**config.mk**
```make
export PLATFORM = sky130hd
export DESIGN_NAME = keylock_ctrl
export DESIGN_NICKNAME = d
export VERILOG_FILES = /design/src/rtl/keylock_pkg.sv /design/src/rtl/kl_entry_timer.sv /design/src/rtl/kl_pulse_gen.sv /design/src/rtl/kl_code_store.sv /design/src/rtl/keylock_ctrl.sv
export SDC_FILE = /design/constraint.sdc
export NUM_CORES = 1
export LEC_CHECK = 0
export BUFFER_PORTS_ARGS = -buffer_cell sky130_fd_sc_hd__buf_2
export CORE_MARGIN = 10
export CORE_UTILIZATION = 40
export CTS_BUF_LIST = sky130_fd_sc_hd__clkbuf_8
export DETAILED_ROUTE_END_ITERATION = 8
export PLACE_DENSITY = 0.65
export SYNTH_ARGS = -nofsm -noshare
export SYNTH_HDL_FRONTEND = slang
export SYNTH_SLANG_ARGS = --single-unit
```
**constraint.sdc**
```tcl
create_clock -name clk -period 5.05 [get_ports clk]
set_input_delay 0.505 -clock clk [delete_from_list [all_inputs] [get_ports clk]]
set_output_delay 0.505 -clock clk [all_outputs]
set_load 0.05 [all_outputs]
```
**src/rtl/keylock_pkg.sv**
```systemverilog
package keylock_pkg;

  localparam int KEY_W      = 4;
  localparam int PREFIX_LEN = 3;
  localparam int CODE_LEN   = PREFIX_LEN + 1;
  localparam int PROG_LEN   = PREFIX_LEN + 3;

  typedef logic [KEY_W-1:0] key_t;

  // key position from matrix row (X) and column (Y), both zero based
  function automatic key_t key_at(input int unsigned row, input int unsigned col);
    return key_t'((row << (KEY_W/2)) | col);
  endfunction

  localparam key_t KEY_PROG    = key_at(3, 0);
  localparam key_t KEY_RESTART = key_at(3, 2);

  localparam key_t DEF_PFX0  = key_at(0, 0);
  localparam key_t DEF_PFX1  = key_at(0, 1);
  localparam key_t DEF_PFX2  = key_at(1, 1);
  localparam key_t DEF_MAIN  = key_at(1, 0);
  localparam key_t DEF_AUX   = key_at(0, 0);
  localparam key_t DEF_PANIC = key_at(0, 1);

  typedef enum logic [1:0] {
    ST_IDLE   = 2'd0,
    ST_AUX_OK = 2'd1,
    ST_ARM1   = 2'd2,
    ST_PROG   = 2'd3
  } lock_state_e;

  typedef struct packed {
    logic any;
    logic tog1;
    logic tog2;
    logic pulse;
    logic alarm_set;
    logic alarm_clr;
    logic aux;
  } action_t;

  // decides what a completed 4th digit does
  function automatic action_t decide(input key_t k, input key_t main4,
                                     input key_t aux4, input key_t panic4);
    action_t a;
    logic hm, ha, hp;
    hm = (k == main4);
    ha = (k == aux4);
    hp = (k == panic4);
    a.any       = hm | ha | hp;
    a.tog1      = hm | hp;
    a.tog2      = ha;
    a.pulse     = hm;
    a.alarm_clr = hm;
    a.alarm_set = hp & ~hm;
    a.aux       = ha;
    return a;
  endfunction

endpackage

```
**src/rtl/kl_entry_timer.sv**
```systemverilog
module kl_entry_timer #(
  parameter int LIMIT = 50000
) (
  input  logic clk,
  input  logic rst_n,
  input  logic start,
  input  logic stop,
  output logic running,
  output logic expire
);
  localparam int CW = $clog2(LIMIT + 1);

  logic [CW-1:0] cnt;

  assign expire = running && (cnt == CW'(LIMIT - 1));

  always_ff @(posedge clk) begin
    if (!rst_n) begin
      cnt     <= '0;
      running <= 1'b0;
    end else if (start) begin
      cnt     <= '0;
      running <= 1'b1;
    end else if (stop || expire) begin
      running <= 1'b0;
    end else if (running) begin
      cnt <= cnt + 1'b1;
    end
  end

  // an expired window closes unless a new entry reopens it
  assert_window_closes_R6: assert property (@(posedge clk) disable iff (!rst_n)
    (expire && !start) |=> !running);

  // a freshly opened window begins counting from zero
  assert_window_opens_R6: assert property (@(posedge clk) disable iff (!rst_n)
    start |=> (running && cnt == '0));

endmodule

```
**src/rtl/kl_pulse_gen.sv**
```systemverilog
module kl_pulse_gen #(
  parameter int WIDTH = 2000
) (
  input  logic clk,
  input  logic rst_n,
  input  logic trig,
  output logic pulse
);
  localparam int CW = $clog2(WIDTH + 1);

  logic [CW-1:0] left;

  always_ff @(posedge clk) begin
    if (!rst_n)             left <= '0;
    else if (trig)          left <= CW'(WIDTH);
    else if (left != '0)    left <= left - 1'b1;
  end

  assign pulse = (left != '0);

  // a trigger makes the pulse high in the next cycle
  assert_pulse_starts_R9: assert property (@(posedge clk) disable iff (!rst_n)
    trig |=> pulse);

  // the last counted cycle ends the pulse when no retrigger comes
  assert_pulse_ends_R9: assert property (@(posedge clk) disable iff (!rst_n)
    (left == CW'(1) && !trig) |=> !pulse);

endmodule

```
**src/rtl/kl_code_store.sv**
```systemverilog
module kl_code_store
  import keylock_pkg::*;
(
  input  logic                             clk,
  input  logic                             rst_n,
  input  logic                             prog_active,
  input  logic                             key_valid,
  input  key_t                             key,
  output logic [PREFIX_LEN-1:0][KEY_W-1:0] prefix,
  output key_t                             main4,
  output key_t                             aux4,
  output key_t                             panic4,
  output logic                             prog_done
);
  localparam int IW = $clog2(PROG_LEN);

  logic [IW-1:0]                     idx;
  logic [PROG_LEN-2:0][KEY_W-1:0]    cap;
  logic                              restart;

  assign restart   = prog_active && key_valid && (key == KEY_RESTART);
  assign prog_done = prog_active && key_valid && !restart && (idx == IW'(PROG_LEN - 1));

  always_ff @(posedge clk) begin
    if (!rst_n) begin
      idx    <= '0;
      cap    <= '0;
      prefix <= {DEF_PFX2, DEF_PFX1, DEF_PFX0};
      main4  <= DEF_MAIN;
      aux4   <= DEF_AUX;
      panic4 <= DEF_PANIC;
    end else if (!prog_active || restart) begin
      idx <= '0;
    end else if (prog_done) begin
      prefix <= cap[PREFIX_LEN-1:0];
      main4  <= cap[PREFIX_LEN];
      aux4   <= cap[PREFIX_LEN+1];
      panic4 <= key;
      idx    <= '0;
    end else if (key_valid) begin
      cap[idx] <= key;
      idx      <= idx + 1'b1;
    end
  end

  // the sixth captured key becomes the panic digit
  assert_sixth_digit_R8: assert property (@(posedge clk) disable iff (!rst_n)
    prog_done |=> (panic4 == $past(key)));

  // the capture pointer never passes the last digit
  assert_idx_bound_R8: assert property (@(posedge clk) disable iff (!rst_n)
    idx < IW'(PROG_LEN));

endmodule

```
**src/rtl/keylock_ctrl.sv**
```systemverilog
module keylock_ctrl
  import keylock_pkg::*;
#(
  parameter int ENTRY_CYCLES = 50000,
  parameter int PULSE_CYCLES = 2000
) (
  input  logic       clk,
  input  logic       rst_n,
  input  logic       key_valid,
  input  logic [3:0] key_code,
  output logic       lock1,
  output logic       lock2,
  output logic       lock_status,
  output logic       alarm,
  output logic       momentary,
  output logic       tamper,
  output logic       prog_mode
);
  localparam int PTR_W = $clog2(CODE_LEN);
  localparam int NPULSE = 2;

  lock_state_e st, eff_st, st_nxt;
  logic [PTR_W-1:0] ptr, eff_ptr, ptr_nxt;

  logic [PREFIX_LEN-1:0][KEY_W-1:0] prefix;
  key_t main4, aux4, panic4, exp_digit, key;
  logic prog_done;

  logic tmr_start, tmr_stop, tmr_running, tmr_expire;
  logic normal, at_last, digit_ok, code_hit, tamper_trig;
  logic arm_step, enter_prog, waiting_arm;
  action_t act;

  logic [NPULSE-1:0] pulse_trig, pulse_out;

  assign key = key_t'(key_code);

  kl_code_store u_store (
    .clk        (clk),
    .rst_n      (rst_n),
    .prog_active(st == ST_PROG),
    .key_valid  (key_valid),
    .key        (key),
    .prefix     (prefix),
    .main4      (main4),
    .aux4       (aux4),
    .panic4     (panic4),
    .prog_done  (prog_done)
  );

  kl_entry_timer #(.LIMIT(ENTRY_CYCLES)) u_timer (
    .clk    (clk),
    .rst_n  (rst_n),
    .start  (tmr_start),
    .stop   (tmr_stop),
    .running(tmr_running),
    .expire (tmr_expire)
  );

  // window expiry takes effect in the same cycle as any arriving key
  always_comb begin
    eff_st  = tmr_expire ? ST_IDLE : st;
    eff_ptr = tmr_expire ? '0 : ptr;
    exp_digit = prefix[0];
    for (int i = 0; i < PREFIX_LEN; i++) begin
      if (eff_ptr == PTR_W'(i)) exp_digit = prefix[i];
    end
    waiting_arm = (eff_st == ST_AUX_OK) || (eff_st == ST_ARM1);
    normal      = key_valid && ((eff_st == ST_IDLE) || (waiting_arm && key != KEY_PROG));
    at_last     = (eff_ptr == PTR_W'(PREFIX_LEN));
    act         = decide(key, main4, aux4, panic4);
    digit_ok    = normal && !at_last && (key == exp_digit);
    code_hit    = normal && at_last && act.any;
    tamper_trig = normal && !digit_ok && !code_hit;
    arm_step    = key_valid && waiting_arm && (key == KEY_PROG);
    enter_prog  = arm_step && (eff_st == ST_ARM1);
    tmr_start   = (digit_ok && eff_ptr == '0) || (code_hit && act.aux);
    tmr_stop    = tamper_trig || (code_hit && !act.aux) || enter_prog;
  end

  always_comb begin
    st_nxt  = eff_st;
    ptr_nxt = eff_ptr;
    if (enter_prog)                       st_nxt = ST_PROG;
    else if (arm_step)                    st_nxt = ST_ARM1;
    else if (st == ST_PROG && prog_done)  st_nxt = ST_IDLE;
    else if (code_hit)                    st_nxt = act.aux ? ST_AUX_OK : ST_IDLE;
    else if (normal)                      st_nxt = ST_IDLE;
    if (digit_ok)     ptr_nxt = eff_ptr + 1'b1;
    else if (normal)  ptr_nxt = '0;
  end

  always_ff @(posedge clk) begin
    if (!rst_n) begin
      st    <= ST_IDLE;
      ptr   <= '0;
      lock1 <= 1'b0;
      lock2 <= 1'b0;
      alarm <= 1'b0;
    end else begin
      st  <= st_nxt;
      ptr <= ptr_nxt;
      if (code_hit) begin
        lock1 <= lock1 ^ act.tog1;
        lock2 <= lock2 ^ act.tog2;
        if (act.alarm_clr)      alarm <= 1'b0;
        else if (act.alarm_set) alarm <= 1'b1;
      end
    end
  end

  assign pulse_trig = {tamper_trig, code_hit && act.pulse};

  for (genvar g = 0; g < NPULSE; g++) begin : g_pulse
    kl_pulse_gen #(.WIDTH(PULSE_CYCLES)) u_pulse (
      .clk  (clk),
      .rst_n(rst_n),
      .trig (pulse_trig[g]),
      .pulse(pulse_out[g])
    );
  end

  assign momentary   = pulse_out[0];
  assign tamper      = pulse_out[1];
  assign prog_mode   = (st == ST_PROG);
  assign lock_status = ~lock1;

  // the entry window is never open while codes are being captured
  assert_prog_no_window_R8: assert property (@(posedge clk) disable iff (!rst_n)
    prog_mode |-> !tmr_running);

  // program mode begins only on a press of the program key
  assert_prog_entry_R7: assert property (@(posedge clk) disable iff (!rst_n)
    $rose(prog_mode) |-> $past(key_valid && key_code == KEY_PROG));

  // the alarm latch rises only in response to a key
  assert_alarm_rise_R4: assert property (@(posedge clk) disable iff (!rst_n)
    $rose(alarm) |-> $past(key_valid));

  // the second lock holds its level when no key arrives
  assert_lock2_quiet_R3: assert property (@(posedge clk) disable iff (!rst_n)
    !$past(key_valid) |-> $stable(lock2));

  // a rejected key restarts the digit pointer
  assert_ptr_restart_R5: assert property (@(posedge clk) disable iff (!rst_n)
    tamper_trig |=> (ptr == '0));

endmodule

```
==> results of run 1 <==
-- routing by layer --
metal,routed length (µm),global-route usage (%),share of wire [%],vias up
met2,4170,20.6,48,24
met3,193,1.91,2.2,11
met5,0,0,0,-
met4,140,5.02,1.6,0
met1,4090,13.8,48,1584
li1,-,-,-,1748
-- Yosys cell counts, drive strengths merged --
library cell,n
o21a,8
o41ai,1
xnor2,18
nor2,52
nor4,8
or2,1
a31oi,2
a21oi,50
nand2b,3
a211o,1
a211oi,4
mux2i,23
nor3b,2
o21ai,15
nand4,8
o2111ai,2
clkbuf,15
inv,18
buf,10
o31ai,2
nor4b,1
o211ai,3
nand4b,2
nor2b,4
and3,5
or4,3
and2,2
a21o,2
and4,2
dfxtp,93
nand3,26
o211a,1
xor2,15
or3,11
and4bb,1
nand2,72
nand3b,1
ha,12
or3b,1
nor3,9
-- power groups by stage --
stage	Combinational [mW]	Clock, mW	Sequential [mW]
finish	0.268	0.510	0.807
global placement	0.260	0	0.821
floorplan	0.224	0	0.816
global route	0.305	0.552	0.812
detailed placement	0.271	0	0.823
CTS	0.273	0.520	0.807
-- logic make-up (layout without fill, tap and decap cells) --
kind of cell,Yosys count,in the layout,synth area share [%]
and+or+nand+nor,214,214,24.1
buffers and inverters,43,47,4.38
muxes,23,23,5.38
adders and majority gates,12,12,3.51
AOI/OAI and AO/OA,91,91,12.4
xor gates and xnor gates,33,33,6.75
DFF,93,93,43.5
-- path summary, 6_finish.rpt --
path,slack (ns),to
max reg2reg,0.97,u_timer.cnt[12]
max,0.97,u_timer.cnt[12]
min,0.45,u_store.prefix[2]
min reg2reg,0.45,u_store.prefix[2]
-- per-stage QoR --
| step | utilization [%] | hold slack, ns | setup slack (ns) |
|---|---|---|---|
| 2_1_floorplan | - | 0.431 | 1.66 |
| 3_3_place_gp | 42.4 | 0.435 | 1.14 |
| 3_5_place_dp | 42.4 | 0.443 | 0.990 |
| 4_1_cts | 44.4 | 0.455 | 0.939 |
| 5_1_grt | 44.4 | 0.474 | 0.631 |
| 6_report | 44.4 | 0.453 | 0.966 |
-- critical path, stage by stage, from the launching register on --
cell and delay [ns]:
sky130_fd_sc_hd__dfxtp_1 0.41, sky130_fd_sc_hd__ha_1 0.21, sky130_fd_sc_hd__and3_1 0.21, sky130_fd_sc_hd__nand4_1 0.22
sky130_fd_sc_hd__and2_1 0.27, sky130_fd_sc_hd__inv_1 0.11, sky130_fd_sc_hd__ha_1 0.29, sky130_fd_sc_hd__mux2i_1 0.26
sky130_fd_sc_hd__a211oi_1 0.10, sky130_fd_sc_hd__or3_4 0.38, sky130_fd_sc_hd__nor4b_4 0.47, sky130_fd_sc_hd__o21ai_2 0.33
sky130_fd_sc_hd__or4_1 0.58, sky130_fd_sc_hd__a21oi_1 0.15
-- layout make-up --
| cell class | count | share of cell area [%] |
|---|---|---|
| Timing Repair Buffer | 13 | 1.41 |
| Inverter | 18 | 1.47 |
| Clock inverter | 6 | 1.49 |
| Sequential cell | 93 | 40.4 |
| Tap cell | 136 | 3.70 |
| Multi-Input combinational cell | 373 | 48.5 |
| Clock buffer | 10 | 2.99 |
-- flip-flops by register name, indices dropped and copies added (netlist names) --
register and cells:
alarm 1, g_pulse.u_pulse.left 22, lock1 1, lock2 1, ptr 2, st 2, u_store.aux4 4, u_store.cap 20
u_store.idx 3, u_store.main4 4, u_store.panic4 4, u_store.prefix 12, u_timer.cnt 16, u_timer.running 1
==> metrics.md, run 1 <==
| Metric | Value |
|---|---|
| Final setup fails | 0 |
| Drt total wl | 8590 µm |
| Detailed-routing iteration count for the pre-antenna-repair pass | 4 |
| Height of the die | 123 µm |
| Pint | 1.13 mW |
| Status | finished clean |
| Worst relative slew slack | 30.3% |
| DRC violations left | 0 |
| Worst-case vdd ir drop | 137 µV |
| Vias in the first global route | 3276 |
| Routability-driven placement congestion ratio | 0.785 |
| Wire length of the first global-routing pass | 14900 µm |
| Starting density of the core | 41.3% |
| Leakage power | 1.67 nW |
| Estimated wirelength of the detail-placed design | 5890 µm |
| Combinational cell fraction of total power | 16.9% |
| Class of the worst hold path | reg -> reg |
| Initial antenna violation count | 0 |
| Number of gates resized after cts | 0 |
| Max Fanout on Critical Path | 25 |
| Data arrival time of the critical path | 4.37 ns |
| Multi-input combinational cell area | 2230 µm² |
| Master cell of the clock root buffer | sky130_fd_sc_hd__clkbuf_8 |
| Endpoints failing hold | 0 |
| Seq/Total Area, Yosys | 43.5% |
| Number of placement rows | 37 |
| Share of post-route cells with drive strength above 1 | 6.82% |
| Vias after detailed routing | 3367 |
| Cell count after synthesis | 509 |
| Finished layout cell area | 4600 µm² |
| Required time of the critical path | 5.33 ns |
| Most common cell after layout, fill and taps aside | sky130_fd_sc_hd__dfxtp_1 |
| All-layer global routing usage | 11.7% |
| Worst Min Path Start | u_store.cap[2] |
| Unrepaired setup endpoints after global routing | false |
| Worst-Skew Late Latency | 0.36 ns |
| Clock edge transition at the registers on the reported setup and hold paths | 0.09 ns |
| Distinct cell type count of the synthesized netlist | 47 |
| Placed standard-cell area | 4400 µm² |
| Fill cell instance count of the final layout | 1010 |
| R2r startpoint | u_timer.cnt[0] |
| Sequential cell area in the final layout | 1860 µm² |
| Cell type with the largest total area after synthesis | sky130_fd_sc_hd__dfxtp_1 |
| Buffer depth of the longest clock path | 2 |
| Nets in the synthesized netlist | 528 |
| Overall power of the completed layout | 1.59 mW |
| Sw Pwr | 0.455 mW |
| Number of buffers inserted by post-CTS setup repair | 0 |
| Number of cells traversed by the worst register-to-register path | 13 |
| WL/cell | 13.2 µm |
| Number of top-level pins | 14 |
| Switching part of the total | 28.7% |
| Max-slew violation count | 0 |
| Final critical-path required period | 4.08 ns |
| Number of buffers inserted by port buffering | 13 |
| Syn. warnings | 0 |
| Count of placed standard cells including taps | 633 |
| Relative contribution of the clock network to total power | 32.2% |
| Transition time at the pin with the least slew margin | 1.04 ns |
| Antenna viol nets, final | 0 |
| Detailed-route vias per instance | 5.19 |
| Worst Setup End Kind | register |
| Mapped cell area | 4280 µm² |
| Upper clock frequency limit | 245 MHz |
| Count of nets after finishing | 527 |
| Ranking of synthesized cells by area | sky130_fd_sc_hd__dfxtp_1 43%, sky130_fd_sc_hd__nand2_1 6.3%, sky130_fd_sc_hd__a21oi_1 5.8% |
| Class of the most critical setup path | reg -> reg |
| Synth Register Bits | 93 |
| Clock tree sinks | 93 |
| H-tree levels | 3 |
| Areal power density over the cells | 344 nW/µm² |
| Timing startpoint of the critical path | u_timer.cnt[0] |
| Top cell type's share of synthesized area | 43.5% |
| Final setup TNS | 0 ns |
| Total global routing overflow | 0 |
| Overall die area | 15200 µm² |
| Hold Crit Depth | 2 |
| N_diodes | 0 |
| Layout Area Growth over Synthesis | 7.51% |
| Sequential power share | 50.9% |
| Final Cycle Share | 80.9% |
| Top library cells by usage in the layout, fill and taps aside | 93 x sky130_fd_sc_hd__dfxtp_1, 72 x sky130_fd_sc_hd__nand2_1, 52 x sky130_fd_sc_hd__nor2_1 |
| Critical path launch point type | register |
| Average footprint of a synthesized cell | 8.41 µm² |
| Die W | 123 µm |
| TritonCTS buffer count | 9 |
| Fin Clk Skew | 0.0129 ns |
| Layout Cells excl Fill | 649 |
| Hold buffer count at cts | 0 |
| Area of the placeable core | 10400 µm² |
| CTS tree | built |
| Largest net degree at the start of global routing | 56 |
| Reported max-cap violation count | 0 |
| Starting DRT DRC Count | 236 |
Note: power is estimated with default switching activity, not from simulation.
==> inputs of run 2 (changes only) <==
--- a/config.mk
+++ b/config.mk
@@ -5,12 +5,13 @@
 export SDC_FILE = /design/constraint.sdc
 export NUM_CORES = 1
 export LEC_CHECK = 0
+export ABC_AREA = 1
 export BUFFER_PORTS_ARGS = -buffer_cell sky130_fd_sc_hd__buf_2
 export CORE_MARGIN = 10
 export CORE_UTILIZATION = 40
 export CTS_BUF_LIST = sky130_fd_sc_hd__clkbuf_8
 export DETAILED_ROUTE_END_ITERATION = 8
-export PLACE_DENSITY = 0.65
+export PLACE_DENSITY = 0.67
 export SYNTH_ARGS = -nofsm -noshare
 export SYNTH_HDL_FRONTEND = slang
 export SYNTH_SLANG_ARGS = --single-unit
==> constraint.sdc (replaced) <==
create_clock -name clk -period 3.6 [get_ports clk]
set_input_delay 0.36 -clock clk [delete_from_list [all_inputs] [get_ports clk]]
set_output_delay 0.36 -clock clk [all_outputs]
set_load 0.05 [all_outputs]
==> run 2 against run 1 <==
Against the previous run:
- first-iteration DRC count is 32% higher
- sequential share of layout area fell by 3.6 points
- largest power group unchanged
- combinational power rose by 120%
- synthesized area up 11%
- critical path type unchanged
- clock skew decreased by 0.0034 ns
- die area increased by 9.1%
- power rose by 52%
- global-route usage grew 0.76 points
- critical path depth up 8
- count of clock-buffer cells in the layout unchanged
- critical endpoint is now u_timer.cnt[4]
==> metrics.md, run 2 <==
| Metric | Value |
|---|---|
| Status | finished clean |
| Overall die area | 16600 µm² |
| Worst relative slew slack | 41.4% |
| Prevailing post-synth register cell | sky130_fd_sc_hd__dfxtp_1 |
| Die W | 129 µm |
| Setup slack, reg-to-reg | 0.55 ns |
| Detailed-routing iteration count for the pre-antenna-repair pass | 4 |
| Antenna viol nets, final | 0 |
| Synth Register Bits | 93 |
| Cell count after synthesis | 688 |
| WL/cell | 12.2 µm |
| Seq/Total Area, Yosys | 39.2% |
| Clock edge transition at the registers on the reported setup and hold paths | 0.09 ns |
| DRC violations left | 0 |
| Hold buffer count at cts | 0 |
| Layout Area Growth over Synthesis | 6.43% |
| Area of the placeable core | 11500 µm² |
| Estimated wirelength of the detail-placed design | 7170 µm |
| Final setup TNS | 0 ns |
| Upper clock frequency limit | 328 MHz |
| Worst Min Path Start | key_valid |
| Reported max-cap violation count | 0 |
| Number of top-level pins | 14 |
| R2r startpoint | u_timer.running |
| Crit Reg-Reg Endpoint | u_timer.cnt[4] |
| Required time of the critical path | 3.90 ns |
| Asr flop ratio synth | 0% |
| Finished layout cell area | 5050 µm² |
| Drt total wl | 10200 µm |
| Flip-flop count of the largest register, all copies and words added | 22 |
| Vias after detailed routing | 4214 |
| Wire length of the first global-routing pass | 17200 µm |
| Total global routing overflow | 0 |
| Cell type with the largest total area after synthesis | sky130_fd_sc_hd__dfxtp_1 |
| Top cell type's share of synthesized area | 39.2% |
| H-tree levels | 3 |
| Leakage power | 2.20 nW |
| Number of placement rows | 39 |
| Max-slew violation count | 0 |
| Most used standard cells in the synthesized netlist | 162 x sky130_fd_sc_hd__nand2_1, 93 x sky130_fd_sc_hd__dfxtp_1, 83 x sky130_fd_sc_hd__inv_1, 71 x sky130_fd_sc_hd__nor2_1, 63 x sky130_fd_sc_hd__a21oi_1 |
| Mapped cell area | 4750 µm² |
| Largest regs | g_pulse.u_pulse.left: 22 flops, u_store.cap: 20 flops, u_timer.cnt: 16 flops |
| Number of buffers inserted by port buffering | 13 |
| Worst-Skew Late Latency | 0.37 ns |
| Distinct cell type count of the synthesized netlist | 41 |
| Placed standard-cell area | 4870 µm² |
| CTS tree | built |
| Share of post-route cells with drive strength above 1 | 9.33% |
| Most flop-heavy register | g_pulse.u_pulse.left |
| Fin Clk Skew | 0.00951 ns |
| Routability-driven placement congestion ratio | 0.946 |
| Initial antenna violation count | 0 |
| TritonCTS buffer count | 9 |
| Top library cells by usage in the layout, fill and taps aside | 162 x sky130_fd_sc_hd__nand2_1, 93 x sky130_fd_sc_hd__dfxtp_1, 83 x sky130_fd_sc_hd__inv_1 |
| Critical path launch point type | register |
| Count of nets after finishing | 711 |
| Class of the most critical setup path | reg -> reg |
| Endpoints failing hold | 0 |
| Clock tree sinks | 93 |
| Starting DRT DRC Count | 312 |
| Nets in the synthesized netlist | 707 |
| Class of the worst hold path | in -> reg |
| All-layer global routing usage | 12.5% |
| Max Fanout on Critical Path | 31 |
| Number of buffers inserted by post-CTS setup repair | 0 |
| Most used standard cell by instance count after synthesis | sky130_fd_sc_hd__nand2_1 |
| Number of cells traversed by the worst register-to-register path | 21 |
| Most common cell after layout, fill and taps aside | sky130_fd_sc_hd__nand2_1 |
| Final critical-path required period | 3.05 ns |
| Hold Crit Depth | 3 |
| Buffer depth of the longest clock path | 2 |
| Worst Setup End Kind | register |
| Number of gates resized after cts | 0 |
| Average footprint of a synthesized cell | 6.90 µm² |
| Hold endpoint | u_store.idx[2] |
| Syn. warnings | 0 |
| Areal power density over the cells | 475 nW/µm² |
| Transition time at the pin with the least slew margin | 0.878 ns |
| Ranking of synthesized cells by area | sky130_fd_sc_hd__dfxtp_1 39%, sky130_fd_sc_hd__nand2_1 13%, sky130_fd_sc_hd__a21oi_1 6.6% |
| Timing startpoint of the critical path | u_timer.running |
| Largest net degree at the start of global routing | 54 |
| Worst-case vdd ir drop | 164 µV |
| Final Cycle Share | 84.7% |
| Detailed-route vias per instance | 5.02 |
| Unrepaired setup endpoints after global routing | false |
| N_diodes | 0 |
| Vias in the first global route | 3772 |
| Height of the die | 129 µm |
| Final setup fails | 0 |
| Data arrival time of the critical path | 3.35 ns |
| Post-synth EDFFs | 0 |
| Master cell of the clock root buffer | sky130_fd_sc_hd__clkbuf_8 |
| Starting density of the core | 41.2% |
[run 2: cell count changes after synthesis, sizes merged, moves of 18 or more]
cell	previous run	this run
inv	18	91
mux2i	23	0
nand2	72	169
nand4	8	26
nor2	52	80
o21ai	15	49
[run 2: stage by stage]
stage | util, % | power [mW] | hold slack (ns) | instances | setup slack [ns]
after floorplan | - | 1.66 | 0.421 | 688 | 1.02
after global placement | 42.3 | 1.75 | 0.442 | 824 | 0.723
after detailed placement | 42.3 | 1.77 | 0.447 | 824 | 0.612
after CTS | 43.9 | 2.43 | 0.328 | 840 | 0.559
after global routing | 43.9 | 2.57 | 0.373 | 840 | 0.155
final | 43.9 | 2.40 | 0.345 | 840 | 0.550
[run 2: area by class of cell]
type / count / area [µm²]
clock buffer: 10 / 138
clock inverter: 6 / 43.8
fill: 1172 / 6460
inverter: 92 / 345
multi-input combinational: 481 / 2410
sequential: 93 / 1860
tap: 143 / 179
timing repair buffer: 15 / 80.1
[run 2: how the worst max path moves through the flow]
| stage | end | slack, ns | cells past startpoint |
|---|---|---|---|
| 6_report | u_timer.cnt[4] | 0.55 | 21 |
| 5_1_grt | u_timer.cnt[4] | 0.16 | 21 |
| 4_1_cts | u_timer.cnt[4] | 0.56 | 21 |
| 3_5_place_dp | u_timer.cnt[4] | 0.61 | 21 |
| 3_3_place_gp | u_timer.cnt[1] | 0.72 | 21 |
| 2_1_floorplan | u_timer.cnt[11] | 1.02 | 20 |
[run 2: critical path: stages, from the launching register on]
cell	delay [ns]
sky130_fd_sc_hd__dfxtp_1	0.52
sky130_fd_sc_hd__nand2_1	0.09
sky130_fd_sc_hd__nor2_1	0.09
sky130_fd_sc_hd__nand3_1	0.10
sky130_fd_sc_hd__nor2_1	0.17
sky130_fd_sc_hd__inv_1	0.10
sky130_fd_sc_hd__nand2_1	0.15
sky130_fd_sc_hd__inv_1	0.08
sky130_fd_sc_hd__ha_1	0.26
sky130_fd_sc_hd__inv_1	0.16
sky130_fd_sc_hd__nand2_1	0.07
sky130_fd_sc_hd__nand3_1	0.09
sky130_fd_sc_hd__nand2_1	0.06
sky130_fd_sc_hd__nand2_1	0.05
sky130_fd_sc_hd__nand2_1	0.05
sky130_fd_sc_hd__nor2_2	0.14
sky130_fd_sc_hd__nand3_2	0.18
sky130_fd_sc_hd__nand2_8	0.23
sky130_fd_sc_hd__nand3_4	0.16
sky130_fd_sc_hd__nand2_1	0.10
sky130_fd_sc_hd__nand2_1	0.05
sky130_fd_sc_hd__nor2_1	0.09
[run 2: cells by family after synthesis]
logic type / synth area share, %
XOR/XNOR: 2.03
buffers and inverters: 10.1
adder cells (fa/ha/maj): 3.16
AO/OA/AOI/OAI: 14.0
AND/OR/NAND/NOR: 31.5
flip-flops: 39.2
[run 2: power breakdown]
group	internal, mW	switching [mW]	total [mW]
registers	1.10	0.0543	1.15
logic	0.206	0.391	0.597
clock network	0.275	0.378	0.652
[run 2: routing by layer]
layer / track usage, % / share of wire [%]
met1: 15.5 / 48
met2: 19.9 / 46
met3: 2.42 / 3.7
met4: 7.16 / 2.5
met5: 0 / 0
==> inputs of run 3 (changes only) <==
==> constraint.sdc (replaced) <==
create_clock -name clk -period 2.5 [get_ports clk]
set_input_delay 0.25 -clock clk [delete_from_list [all_inputs] [get_ports clk]]
set_output_delay 0.25 -clock clk [all_outputs]
set_load 0.05 [all_outputs]
==> run 3 against run 2 <==
Against the previous run:
- design area grew 16%
- register-to-register slack lost 0.52 ns
- via count increased by 7.7%
- power up 50%
- utilization is 6.9 points higher
- sequential share of layout area fell by 4.8 points
- first-iteration DRC count up 7.1%
- worst hold slack worse by 0.13 ns
- final cell count rose by 6.9%
- critical path depth fell by 2
- sequential power increased by 44%
- combinational power increased by 53%
- largest cell class unchanged
- highest routed layer unchanged
==> metrics.md, run 3 (synthesized netlist as in run 2, its figures left out) <==
| Metric | Value |
|---|---|
| Transition time at the pin with the least slew margin | 0.472 ns |
| Number of placement rows | 39 |
| Routability-driven placement congestion ratio | 0.905 |
| Largest net degree at the start of global routing | 33 |
| Largest regs | g_pulse.u_pulse.left: 22 flops, u_store.cap: 20 flops, u_timer.cnt: 16 flops |
| Final setup TNS | 0 ns |
| Detailed-route vias per instance | 5.05 |
| Height of the die | 129 µm |
| Hold buffer count at cts | 0 |
| Area of the placeable core | 11500 µm² |
| Master of the slowest instance on the critical path | sky130_fd_sc_hd__dfxtp_2 |
| Final critical-path required period | 2.47 ns |
| CTS tree | built |
| Top library cells by usage in the layout, fill and taps aside | 150 x sky130_fd_sc_hd__nand2_1, 86 x sky130_fd_sc_hd__dfxtp_1, 74 x sky130_fd_sc_hd__inv_1 |
| Leakage power | 2.57 nW |
| Clock tree sinks | 93 |
| Finished layout cell area | 5840 µm² |
| Vias in the first global route | 4326 |
| Drt total wl | 11500 µm |
| Upper clock frequency limit | 404 MHz |
| Vias after detailed routing | 4538 |
| All-layer global routing usage | 14.2% |
| Worst-Skew Late Latency | 0.38 ns |
| Most common cell after layout, fill and taps aside | sky130_fd_sc_hd__nand2_1 |
| N_diodes | 0 |
| Max Fanout on Critical Path | 9 |
| Class of the most critical setup path | reg -> reg |
| Final Cycle Share | 98.9% |
| Critical path launch point type | register |
| Placed standard-cell area | 5280 µm² |
| Clock edge transition at the registers on the reported setup and hold paths | 0.09 ns |
| Share of post-route cells with drive strength above 1 | 22.8% |
| Most flop-heavy register | g_pulse.u_pulse.left |
| Crit path cell chain | ha_4, nand4_1, nor2_4, inv_2, nand2_4, inv_4, ha_4, inv_4, nand2_2, nand3_2, nand2_1, nand2_1, nand2_2, nor2_4, nand3_4, nand2_8, buf_12, nand4_1, a21oi_1 |
| Flip-flop count of the largest register, all copies and words added | 22 |
| Endpoints failing hold | 0 |
| Overall power of the completed layout | 3.60 mW |
| Fin Clk Skew | 0.0112 ns |
| Number of buffers inserted by port buffering | 13 |
| Die W | 129 µm |
| Buffer depth of the longest clock path | 2 |
| Fill cell instance count of the final layout | 1111 |
| Largest stage delay on the critical path | 0.37 ns |
| Worst Setup End Kind | register |
| Final setup fails | 0 |
| Layout Area Growth over Synthesis | 23.1% |
| Overall die area | 16600 µm² |
| Data arrival time of the critical path | 2.78 ns |
| TritonCTS buffer count | 9 |
| Max-slew violation count | 0 |
| Starting density of the core | 41.2% |
| Required time of the critical path | 2.81 ns |
| Total global routing overflow | 0 |
| Worst relative slew slack | 68.2% |
| DRC violations left | 0 |
| Count of nets after finishing | 769 |
| Worst-case vdd ir drop | 310 µV |
| Wire length of the first global-routing pass | 19400 µm |
| Status | finished clean |
| Starting DRT DRC Count | 334 |
| Number of top-level pins | 14 |
| Detailed-routing iteration count for the pre-antenna-repair pass | 5 |
| Class of the worst hold path | in -> reg |
| WL/cell | 12.8 µm |
| Estimated wirelength of the detail-placed design | 7890 µm |
| Areal power density over the cells | 616 nW/µm² |
| Unrepaired setup endpoints after global routing | true |
| Buffering stage count on the worst path with inverters included | 4 |
| Antenna viol nets, final | 0 |
| Family with the most delay on the worst path | simple AND/OR/NAND/NOR gates |
| Master cell of the clock root buffer | sky130_fd_sc_hd__clkbuf_8 |
| Reported max-cap violation count | 0 |
| Initial antenna violation count | 0 |
| H-tree levels | 3 |
run 3: worst paths after layout:
check	from	slack, ns	end	cells after the start
min	key_valid	0.22	u_store.idx[2]	3
max	u_timer.cnt[0]	0.03	u_timer.cnt[0]	19
max reg2reg	u_timer.cnt[0]	0.03	u_timer.cnt[0]	19
min reg2reg	u_store.main4[0]	0.47	u_store.main4[0]	2
run 3: per-layer routing:
| metal | up-vias | share of wire (%) | track usage [%] |
|---|---|---|---|
| met5 | - | 0 | 0 |
| met4 | 0 | 2.1 | 5.95 |
| met3 | 20 | 3.2 | 3.37 |
| met2 | 68 | 50 | 25.2 |
| met1 | 2100 | 45 | 16.1 |
| li1 | 2350 | - | - |
run 3: metrics by stage:
| step | worst slack, ns | hold WS, ns | utilization (%) | instances |
|---|---|---|---|---|
| floorplan | 0.0243 | 0.421 | - | 688 |
| global placement | -0.147 | 0.451 | 45.8 | 871 |
| detailed placement | -0.219 | 0.452 | 45.8 | 871 |
| CTS | -0.00194 | 0.196 | 49.3 | 893 |
| global route | -0.155 | 0.230 | 50.7 | 898 |
| finish | 0.0268 | 0.217 | 50.7 | 898 |
run 3: cell type report:
cell class,count,area (µm²),share of cell area (%)
clock buffer,10,138,2.35
inverter,92,355,6.08
multi-input combinational,483,2650,45.4
sequential,93,1870,32.0
clock inverter,6,61.3,1.05
tap,143,179,3.06
timing repair buffer,71,587,10.0
run 3: timing repair:
item | CTS | global route
cloned | 2 | 2
resized for setup | 40 | 27
pin swaps | 8 | 17
setup buffers | 4 | 3
setup endpoints to repair | 22 | 30
run 3: worst register-to-register path, stage by stage, from the launching register on:
cell	delay [ns]
sky130_fd_sc_hd__dfxtp_2	0.37
sky130_fd_sc_hd__ha_4	0.14
sky130_fd_sc_hd__nand4_1	0.14
sky130_fd_sc_hd__nor2_4	0.18
sky130_fd_sc_hd__inv_2	0.07
sky130_fd_sc_hd__nand2_4	0.10
sky130_fd_sc_hd__inv_4	0.04
sky130_fd_sc_hd__ha_4	0.17
sky130_fd_sc_hd__inv_4	0.08
sky130_fd_sc_hd__nand2_2	0.06
sky130_fd_sc_hd__nand3_2	0.07
sky130_fd_sc_hd__nand2_1	0.05
sky130_fd_sc_hd__nand2_1	0.07
sky130_fd_sc_hd__nand2_2	0.06
sky130_fd_sc_hd__nor2_4	0.14
sky130_fd_sc_hd__nand3_4	0.13
sky130_fd_sc_hd__nand2_8	0.15
sky130_fd_sc_hd__buf_12	0.14
sky130_fd_sc_hd__nand4_1	0.08
sky130_fd_sc_hd__a21oi_1	0.17
run 3: report_power, final:
part | switching, mW | internal, mW
combinational | 0.585 | 0.328
clock | 0.540 | 0.487
sequential | 0.0754 | 1.58
